--- config.mk ---
export PLATFORM = sky130hd
export DESIGN_NAME = flash_guard
export DESIGN_NICKNAME = d
export VERILOG_FILES = /design/src/rtl/fg_pkg.sv /design/src/rtl/fg_sec_state.sv /design/src/rtl/fg_seg_attr.sv /design/src/rtl/fg_access_check.sv /design/src/rtl/flash_guard.sv
export SDC_FILE = /design/constraint.sdc
export NUM_CORES = 1
export LEC_CHECK = 0
export ABC_AREA = 1
export BUFFER_PORTS_ARGS = -buffer_cell sky130_fd_sc_hd__buf_2
export CAP_MARGIN = 25
export CORE_ASPECT_RATIO = 0.9
export CORE_UTILIZATION = 37
export CTS_CLUSTER_SIZE = 20
export DETAILED_ROUTE_END_ITERATION = 6
export GPL_ROUTABILITY_DRIVEN = 0
export HOLD_SLACK_MARGIN = 0.06
export PLACE_DENSITY = 0.72
export SETUP_SLACK_MARGIN = 0.2
export SLEW_MARGIN = 0
export SYNTH_ARGS = -nofsm -noshare
export SYNTH_HDL_FRONTEND = slang
export SYNTH_HIERARCHICAL = 1
export SYNTH_SLANG_ARGS = --single-unit
--- constraint.sdc ---
create_clock -name clk -period 3.45 [get_ports clk]
set_input_delay 0.5175 -clock clk [delete_from_list [all_inputs] [get_ports clk]]
set_output_delay 0.5175 -clock clk [all_outputs]
set_load 0.01 [all_outputs]
--- src/rtl/fg_pkg.sv ---
// Shared types for the flash access guard.
// Assumes: request kinds and fault codes keep the numeric values below,
// since they are visible at the top-level ports.
package fg_pkg;

    typedef enum logic [1:0] {
        ACC_READ  = 2'd0,
        ACC_FETCH = 2'd1,
        ACC_WRITE = 2'd2,
        ACC_ERASE = 2'd3
    } acc_kind_e;

    typedef enum logic [2:0] {
        FLT_NONE   = 3'd0,
        FLT_XONLY  = 3'd1,
        FLT_SUPV   = 3'd2,
        FLT_WPROT  = 3'd3,
        FLT_UPDATE = 3'd4
    } flt_code_e;

    typedef struct packed {
        logic xo;
        logic sv;
        logic wp;
    } seg_attr_t;

endpackage

--- src/rtl/fg_sec_state.sv ---
// Secured-state and unlock-key tracker.
// Holds the secured flag and the stored key, both taken from configuration
// while reset is held. One matching attempt unsecures the device; one
// mismatching attempt locks out all further attempts until reset.
// Assumes: attempts made while unsecured are ignored.
module fg_sec_state #(
    parameter int KEY_W = 64
) (
    input  logic             clk,
    input  logic             rst_n,
    input  logic             cfg_secure,
    input  logic [KEY_W-1:0] cfg_key,
    input  logic             key_valid,
    input  logic [KEY_W-1:0] key_value,
    output logic             secured,
    output logic             locked
);

    logic [KEY_W-1:0] key_q;
    logic             attempt;
    logic             match;

    // An attempt counts only while secured and not yet locked out
    always_comb begin
        attempt = key_valid && secured && !locked;
        match   = (key_value == key_q);
    end

    // Capture configuration at reset, then apply key attempts
    always_ff @(posedge clk) begin
        if (!rst_n) begin
            secured <= cfg_secure;
            key_q   <= cfg_key;
            locked  <= 1'b0;
        end else if (attempt) begin
            if (match) begin
                secured <= 1'b0;
            end else begin
                locked  <= 1'b1;
            end
        end
    end

    AST_LOCK_STICKY: assert property (@(posedge clk) disable iff (!rst_n)
        locked |=> locked);

    AST_LOCK_HOLDS_SECURE: assert property (@(posedge clk) disable iff (!rst_n)
        (locked && secured) |=> secured);

    AST_BAD_KEY_LOCKS: assert property (@(posedge clk) disable iff (!rst_n)
        (key_valid && secured && !locked && (key_value != key_q)) |=> locked);

    AST_GOOD_KEY_OPENS: assert property (@(posedge clk) disable iff (!rst_n)
        (key_valid && secured && !locked && (key_value == key_q)) |=> !secured);

endmodule

--- src/rtl/fg_seg_attr.sv ---
// Per-segment attribute store.
// Three masks of SEG_CNT bits: execute-only, supervisor-only and write
// protect. All three load from configuration while reset is held.
// Software may set execute-only and supervisor-only bits afterwards, but
// never clear them. Write protect is fixed between resets.
// Assumes: seg_idx is already range-limited by its width.
module fg_seg_attr
    import fg_pkg::*;
#(
    parameter int SEG_CNT = 64,
    localparam int IDX_W  = $clog2(SEG_CNT)
) (
    input  logic               clk,
    input  logic               rst_n,
    input  logic [SEG_CNT-1:0] cfg_xo,
    input  logic [SEG_CNT-1:0] cfg_sv,
    input  logic [SEG_CNT-1:0] cfg_wp,
    input  logic               set_en,
    input  logic [SEG_CNT-1:0] set_xo,
    input  logic [SEG_CNT-1:0] set_sv,
    input  logic [IDX_W-1:0]   seg_idx,
    output seg_attr_t          attr
);

    logic [SEG_CNT-1:0] xo_q;
    logic [SEG_CNT-1:0] sv_q;
    logic [SEG_CNT-1:0] wp_q;

    // Load at reset; afterwards restrictions can only be added
    always_ff @(posedge clk) begin
        if (!rst_n) begin
            xo_q <= cfg_xo;
            sv_q <= cfg_sv;
            wp_q <= cfg_wp;
        end else if (set_en) begin
            xo_q <= xo_q | set_xo;
            sv_q <= sv_q | set_sv;
        end
    end

    // Select the attributes of the addressed segment
    always_comb begin
        attr.xo = xo_q[seg_idx];
        attr.sv = sv_q[seg_idx];
        attr.wp = wp_q[seg_idx];
    end

    AST_XO_NEVER_CLEARS: assert property (@(posedge clk) disable iff (!rst_n)
        rst_n |=> (($past(xo_q) & ~xo_q) == '0));

    AST_SV_NEVER_CLEARS: assert property (@(posedge clk) disable iff (!rst_n)
        rst_n |=> (($past(sv_q) & ~sv_q) == '0));

    AST_WP_FIXED: assert property (@(posedge clk) disable iff (!rst_n)
        rst_n |=> $stable(wp_q));

endmodule

--- src/rtl/fg_access_check.sv ---
// Access decision and registered response.
// Evaluates one request per cycle against the secured state and the
// addressed segment's attributes, and reports grant or fault one cycle later.
// Assumes: the attribute and secured inputs are register outputs that are
// stable for the whole cycle.
module fg_access_check
    import fg_pkg::*;
(
    input  logic      clk,
    input  logic      rst_n,
    input  logic      req_valid,
    input  acc_kind_e req_kind,
    input  logic      req_priv,
    input  logic      req_upd,
    input  logic      req_enc,
    input  logic      secured,
    input  seg_attr_t attr,
    output logic      rsp_valid,
    output logic      rsp_grant,
    output logic      rsp_fault,
    output flt_code_e rsp_code
);

    flt_code_e code_d;
    logic      is_mod;
    logic      upd_ok;

    // Pick the fault code, highest-priority check first
    always_comb begin
        is_mod = (req_kind == ACC_WRITE) || (req_kind == ACC_ERASE);
        upd_ok = (req_kind == ACC_WRITE) && req_enc;
        if (secured && req_upd && !upd_ok) begin
            code_d = FLT_UPDATE;
        end else if (!req_priv && attr.sv) begin
            code_d = FLT_SUPV;
        end else if ((req_kind == ACC_READ) && attr.xo) begin
            code_d = FLT_XONLY;
        end else if (is_mod && attr.wp) begin
            code_d = FLT_WPROT;
        end else begin
            code_d = FLT_NONE;
        end
    end

    // Register the response for the request of this cycle
    always_ff @(posedge clk) begin
        if (!rst_n) begin
            rsp_valid <= 1'b0;
            rsp_grant <= 1'b0;
            rsp_fault <= 1'b0;
            rsp_code  <= FLT_NONE;
        end else begin
            rsp_valid <= req_valid;
            rsp_grant <= req_valid && (code_d == FLT_NONE);
            rsp_fault <= req_valid && (code_d != FLT_NONE);
            rsp_code  <= req_valid ? code_d : FLT_NONE;
        end
    end

    AST_XO_READ_FAULTS: assert property (@(posedge clk) disable iff (!rst_n)
        (req_valid && (req_kind == ACC_READ) && attr.xo) |=> rsp_fault);

    AST_USER_SV_FAULTS: assert property (@(posedge clk) disable iff (!rst_n)
        (req_valid && !req_priv && attr.sv) |=> rsp_fault);

    AST_WP_MOD_FAULTS: assert property (@(posedge clk) disable iff (!rst_n)
        (req_valid && ((req_kind == ACC_WRITE) || (req_kind == ACC_ERASE)) && attr.wp)
        |=> (rsp_fault && (rsp_code != FLT_NONE)));

    AST_UPD_SECURED_FAULTS: assert property (@(posedge clk) disable iff (!rst_n)
        (req_valid && secured && req_upd && !((req_kind == ACC_WRITE) && req_enc))
        |=> (rsp_fault && (rsp_code == FLT_UPDATE)));

    AST_RSP_FOLLOWS_REQ: assert property (@(posedge clk) disable iff (!rst_n)
        req_valid |=> (rsp_valid && (rsp_grant != rsp_fault)));

    AST_RSP_QUIET_IDLE: assert property (@(posedge clk) disable iff (!rst_n)
        !rsp_valid |-> (!rsp_grant && !rsp_fault && (rsp_code == FLT_NONE)));

endmodule

--- src/rtl/flash_guard.sv ---
// Flash access guard with debug lock (top level).
// Splits the address into a segment index, looks up that segment's
// attributes, decides grant or fault, and drives the debug enable from the
// secured state. Configuration is captured on every clock edge with rst_n low.
// Assumes: SEG_LOG2 < ADDR_W and at most a few thousand segments.
module flash_guard
    import fg_pkg::*;
#(
    parameter int ADDR_W   = 18,
    parameter int SEG_LOG2 = 12,
    parameter int KEY_W    = 64,
    localparam int IDX_W   = ADDR_W - SEG_LOG2,
    localparam int SEG_CNT = 1 << IDX_W
) (
    input  logic               clk,
    input  logic               rst_n,
    input  logic               cfg_secure,
    input  logic [KEY_W-1:0]   cfg_key,
    input  logic [SEG_CNT-1:0] cfg_xo,
    input  logic [SEG_CNT-1:0] cfg_sv,
    input  logic [SEG_CNT-1:0] cfg_wp,
    input  logic               attr_set_en,
    input  logic [SEG_CNT-1:0] attr_set_xo,
    input  logic [SEG_CNT-1:0] attr_set_sv,
    input  logic               req_valid,
    input  logic [ADDR_W-1:0]  req_addr,
    input  logic [1:0]         req_kind,
    input  logic               req_priv,
    input  logic               req_upd,
    input  logic               req_enc,
    output logic               rsp_valid,
    output logic               rsp_grant,
    output logic               rsp_fault,
    output logic [2:0]         rsp_code,
    input  logic               key_valid,
    input  logic [KEY_W-1:0]   key_value,
    output logic               key_locked,
    input  logic               dbg_req,
    output logic               dbg_en,
    output logic               dbg_grant
);

    logic [IDX_W-1:0] seg_idx;
    logic             unused_low;
    logic             secured;
    seg_attr_t        attr;
    flt_code_e        code_q;

    // Segment index from the upper address bits; the offset is not needed
    always_comb begin
        seg_idx    = req_addr[ADDR_W-1:SEG_LOG2];
        unused_low = ^req_addr[SEG_LOG2-1:0];
    end

    fg_sec_state #(
        .KEY_W (KEY_W)
    ) i_sec (
        .clk        (clk),
        .rst_n      (rst_n),
        .cfg_secure (cfg_secure),
        .cfg_key    (cfg_key),
        .key_valid  (key_valid),
        .key_value  (key_value),
        .secured    (secured),
        .locked     (key_locked)
    );

    fg_seg_attr #(
        .SEG_CNT (SEG_CNT)
    ) i_attr (
        .clk     (clk),
        .rst_n   (rst_n),
        .cfg_xo  (cfg_xo),
        .cfg_sv  (cfg_sv),
        .cfg_wp  (cfg_wp),
        .set_en  (attr_set_en),
        .set_xo  (attr_set_xo),
        .set_sv  (attr_set_sv),
        .seg_idx (seg_idx),
        .attr    (attr)
    );

    fg_access_check i_chk (
        .clk       (clk),
        .rst_n     (rst_n),
        .req_valid (req_valid),
        .req_kind  (acc_kind_e'(req_kind)),
        .req_priv  (req_priv),
        .req_upd   (req_upd),
        .req_enc   (req_enc),
        .secured   (secured),
        .attr      (attr),
        .rsp_valid (rsp_valid),
        .rsp_grant (rsp_grant),
        .rsp_fault (rsp_fault),
        .rsp_code  (code_q)
    );

    // Debug port follows the secured state; response code to a plain vector
    always_comb begin
        dbg_en    = !secured;
        dbg_grant = dbg_req && dbg_en;
        rsp_code  = code_q;
    end

    AST_DBG_BLOCKED: assert property (@(posedge clk) disable iff (!rst_n)
        (dbg_req && key_locked && !dbg_en) |=> !dbg_grant);

endmodule

After elaboration in Yosys (flattened, before gate mapping). Cells that the tools add are included. W data, S select, Z words.

Flip-flop bits (word level): 264. Bits of input ports: 478. Output and inout bits: 9. Logic and storage cells: 59.

$lt $le $gt $ge: 1. Equal/unequal tests: 6. Muxes and demuxes: 17. Bitwise gates (word level): 3. Reduce and logical (&&, ||, !) cells: 22.

Operator list (number): $mux W64 (4); $or A64 B64 Y64 (2); $eq A64 B64 Y1 (1); $bmux W1 S6 (3); $logic_and A1 B1 Y1 (11); $mux W3 (3); $lt A6 B7 Y1 const B (1); $mux W1 (6); $ne A2 B1 Y1 const B (3); $reduce_and A2 Y1 (3); $eq A2 B2 Y1 const B (2); $logic_not A1 Y1 (4); $logic_not A3 Y1 (1); $reduce_bool A3 Y1 (1); $logic_not A2 Y1 (1); $mux W2 (1); $logic_or A1 B1 Y1 (1); $not A1 Y1 (1).

Longest topological paths before layout.
Word-level depth: 9. Mapped depth: 17.

By module. Netlist, hierarchy kept.

Modules (own cells, without submodules): fg_seg_attr (times used 1, cells an instance 1055, area an instance 9462.8 sq um, sequential area each 5765.5 sq um); fg_sec_state (times used 1, cells an instance 400, area an instance 3283.1 sq um, sequential area each 1971.9 sq um); fg_access_check (times used 1, cells an instance 29, area an instance 234.0 sq um, sequential area each 120.1 sq um); flash_guard (times used 1, cells an instance 3, area an instance 13.8 sq um, sequential area each 0.0 sq um).

Worst setup path before layout. Ideal clock, no wire load.

Path type: input to register. Start point: input rst_n. End point: register i_attr.wp_q[0], enable pin. Setup time: 453 ps. Data arrival time: 2542 ps. Data required time: 2997 ps. Slack: 455 ps. Cell stages on the path: 2. Path buffers: 1. Cell sequence: inv_1 clkbuf_1.

RTL lines: start: declaration (RTL line flash_guard.sv:16) `input logic rst_n,`; end signal: assignment (RTL line fg_seg_attr.sv:34) `wp_q <= cfg_wp;`; end: declaration (RTL line fg_seg_attr.sv:27) `logic [SEG_CNT-1:0] wp_q;`.

No word-level cell between the ends.

==> flow_metrics.tcl <==
set metrics [dict create \
    arrival_ns 2.56 \
    grt_usage_pct 21.7 \
    coreArea_um2 34300 \
    required_ns 3.93 \
    grt_first_pass_wirelength_mm 59.8 \
    finalMaxSlewViolations 0 \
    drt_wl_total_mm 40.6 \
    relSlewSlack_pct 29.6 \
    clockBufferDepth 3 \
    clk_latency_ns 0.57 \
    fin_skew_ns 0.0187 \
    dpl.hpwl_mm 29.4 \
    final.min_clock_period_ns 2.08 \
    p_per_area_nw_per_um2 485 \
    most-common-layout-cells "nand2_1 (655), buf_2 (472), edfxtp_1 (257), nand3_1 (163), o21ai_0 (123)" \
    clkSinkCount 264 \
    status "finished clean" \
    cts.repair.resized 0 \
    clk_pin_slew_worst_paths_ns 0.06 \
    syn_avg_cell_area_um2 8.74 \
    cp_max_fo 45 \
    finalSetupViolCount 0 \
    synth.distinct_cells 24 \
    wire_per_inst_um 16.7 \
    vias 11700 \
    cp_top_family "simple AND/OR/NAND/NOR gates" \
    path_buf_inv 3 \
    p_sw_share_pct 24.8 \
    power_leakage_nw 8.09 \
    seq_area_frac_synth_pct 60.5 \
    max_cap_violations 0 \
    port_buffers 474 \
    hold_viol 0 \
    ant_nets 0 \
    tightest_slew_ns 1.06 \
    max_freq_mhz 481 \
    cts_tree "yes" \
    cp_slowest_stage_delay_ns 0.39 \
    path_common_cell "nand2_1" \
    area_growth_pct 29.2 \
    dieArea_um2 35900 \
    hold_path.class "input port to register" \
    syn_area_um2 13000 \
    cts-buffers-inserted 30 \
    grt_pass1_vias 11300 \
    synth.net_count 1965 \
    cts-root-buf "clkbuf_16" \
    num_io_pins 487 \
    yosys_warnings 6 \
    die_x_um 200 \
    antenna_found_initial 8 \
    htreeDepth 1 \
    finalCritPeriodShare_pct 60.3 \
    drtIter0Drc 697 \
    regArea_um2 7860 \
    num-fill-cells 3253 \
    crit_chain "buf_4, inv_4, buf_4, nand2_1, nand3_1, nand3_1, nand2_1, nand2_1, nand3_1, nand3_1, nand2_1, nand2_1, nand2_1, nor2_2, a21oi_1" \
    cp_slowest_cell "inv_4" \
    power_frac_clock_pct 38.8 \
    pwr-share-seq_pct 48.8 \
    vdd_drop_max_v 0.000343 \
    p_sw_w 0.00202 \
    grt_max_degree 138 \
    hold_slack_ns 0.124 \
    via_per_inst 4.83 \
    synthCells 1487 \
    ys_ff_latch 264 \
    nNetsFinal 2418 \
    die_h_um 180 \
    layout_commonest_cell "nand2_1" \
    rsz0062_at_grt "no" \
    p_int_w 0.00612 \
    overflow 0 \
    end_kind "register" \
    crit_type "input port to register" \
    comb_power_share_pct 12.4 \
    cts_hold_buf 0 \
    post_cts_buffers 0 \
    drt_pass1_iterations 5 \
    multi_input_area_um2 4400 \
    drc 0 \
    cp-start-kind "input port" \
    fin_setup_tns_ns 0 \
    start_util_pct 37.9 \
    rows 64 \
    drive_above_1_share_pct 27.8 \
]
[sequential cells by signal, summed over array words and instances (netlist names), 3 cells and up]
name / count
i_attr/sv_q: 64
i_attr/wp_q: 64
i_attr/xo_q: 64
i_chk/rsp_code: 3
i_sec/key_q: 64
[worst paths after layout]
check	cells past startpoint	endpoint	slack (ns)	start
worst max-delay path	15	i_chk/rsp_fault	1.37	req_addr[12]
worst min-delay path	1	i_attr/wp_q[53]	0.12	cfg_wp[53]
worst max register to register	13	i_chk/rsp_grant	1.62	i_attr/sv_q[31]
worst min register to register	2	i_sec/locked	0.48	i_sec/locked
[power groups by stage]
stage	Combinational, W	Clock [W]	Sequential [W]
after global placement	0.000986	0	0.00403
after detailed placement	0.00101	0	0.00404
after global routing	0.00114	0.00334	0.00400
after CTS	0.00102	0.00324	0.00397
after floorplan	0.000546	0	0.00400
final	0.00101	0.00316	0.00398
[Yosys cell counts (all sizes together)]
cell / count / area share, %
inv: 106 / 3.1
nand3: 163 / 6.3
nor2: 85 / 2.5
o21ai: 131 / 5.2
buf: 34 / 1.7
a21oi: 3 / 0.14
clkbuf: 32 / 0.92
xor2: 10 / 0.67
dfxtp: 7 / 1.1
clkinv: 1 / 0.029
edfxtp: 257 / 59
or2: 1 / 0.048
nand2: 657 / 19
[layer usage]
layer  share of wire, %  routed length (um)  track usage (%)
met1                 39               15800             26.1
met2                 50               20200             38.2
met3                8.9                3620             4.93
met4                2.4                 957             6.44
met5              0.020                   8                0
[final cells by class]
| cell class | instances | area share [%] |
|---|---|---|
| multi-input combinational | 1050 | 26.2 |
| sequential | 264 | 46.8 |
| clock inverter | 20 | 1.09 |
| tap | 462 | 3.44 |
| timing repair buffer | 487 | 15.3 |
| antenna | 7 | 0.104 |
| inverter | 107 | 2.44 |
| clock buffer | 34 | 4.69 |
[through the flow]
stage	setup slack, ns	instance area, um2	power, W	cells	utilization [%]
4_1_cts	1.40	16800	0.00823	2424	48.9
3_3_place_gp	0.862	15800	0.00501	2370	46.1
5_1_grt	1.18	16800	0.00849	2430	49.0
2_1_floorplan	0.455	13000	0.00454	1487	-
6_report	1.37	16800	0.00814	2431	49.0
3_5_place_dp	0.820	15800	0.00505	2370	46.1
[kinds of logic (layout without fill, tap and decap cells)]
| kind of cell | after synthesis | after routing | share of synthesized area (%) |
|---|---|---|---|
| other cells | 0 | 7 | 0 |
| xor+xnor | 10 | 10 | 0.674 |
| flops | 264 | 264 | 60.5 |
| compound gates | 134 | 134 | 5.31 |
| simple gates | 906 | 906 | 27.8 |
| buf+inv | 173 | 648 | 5.71 |
Power figures use the tool's default switching activity.
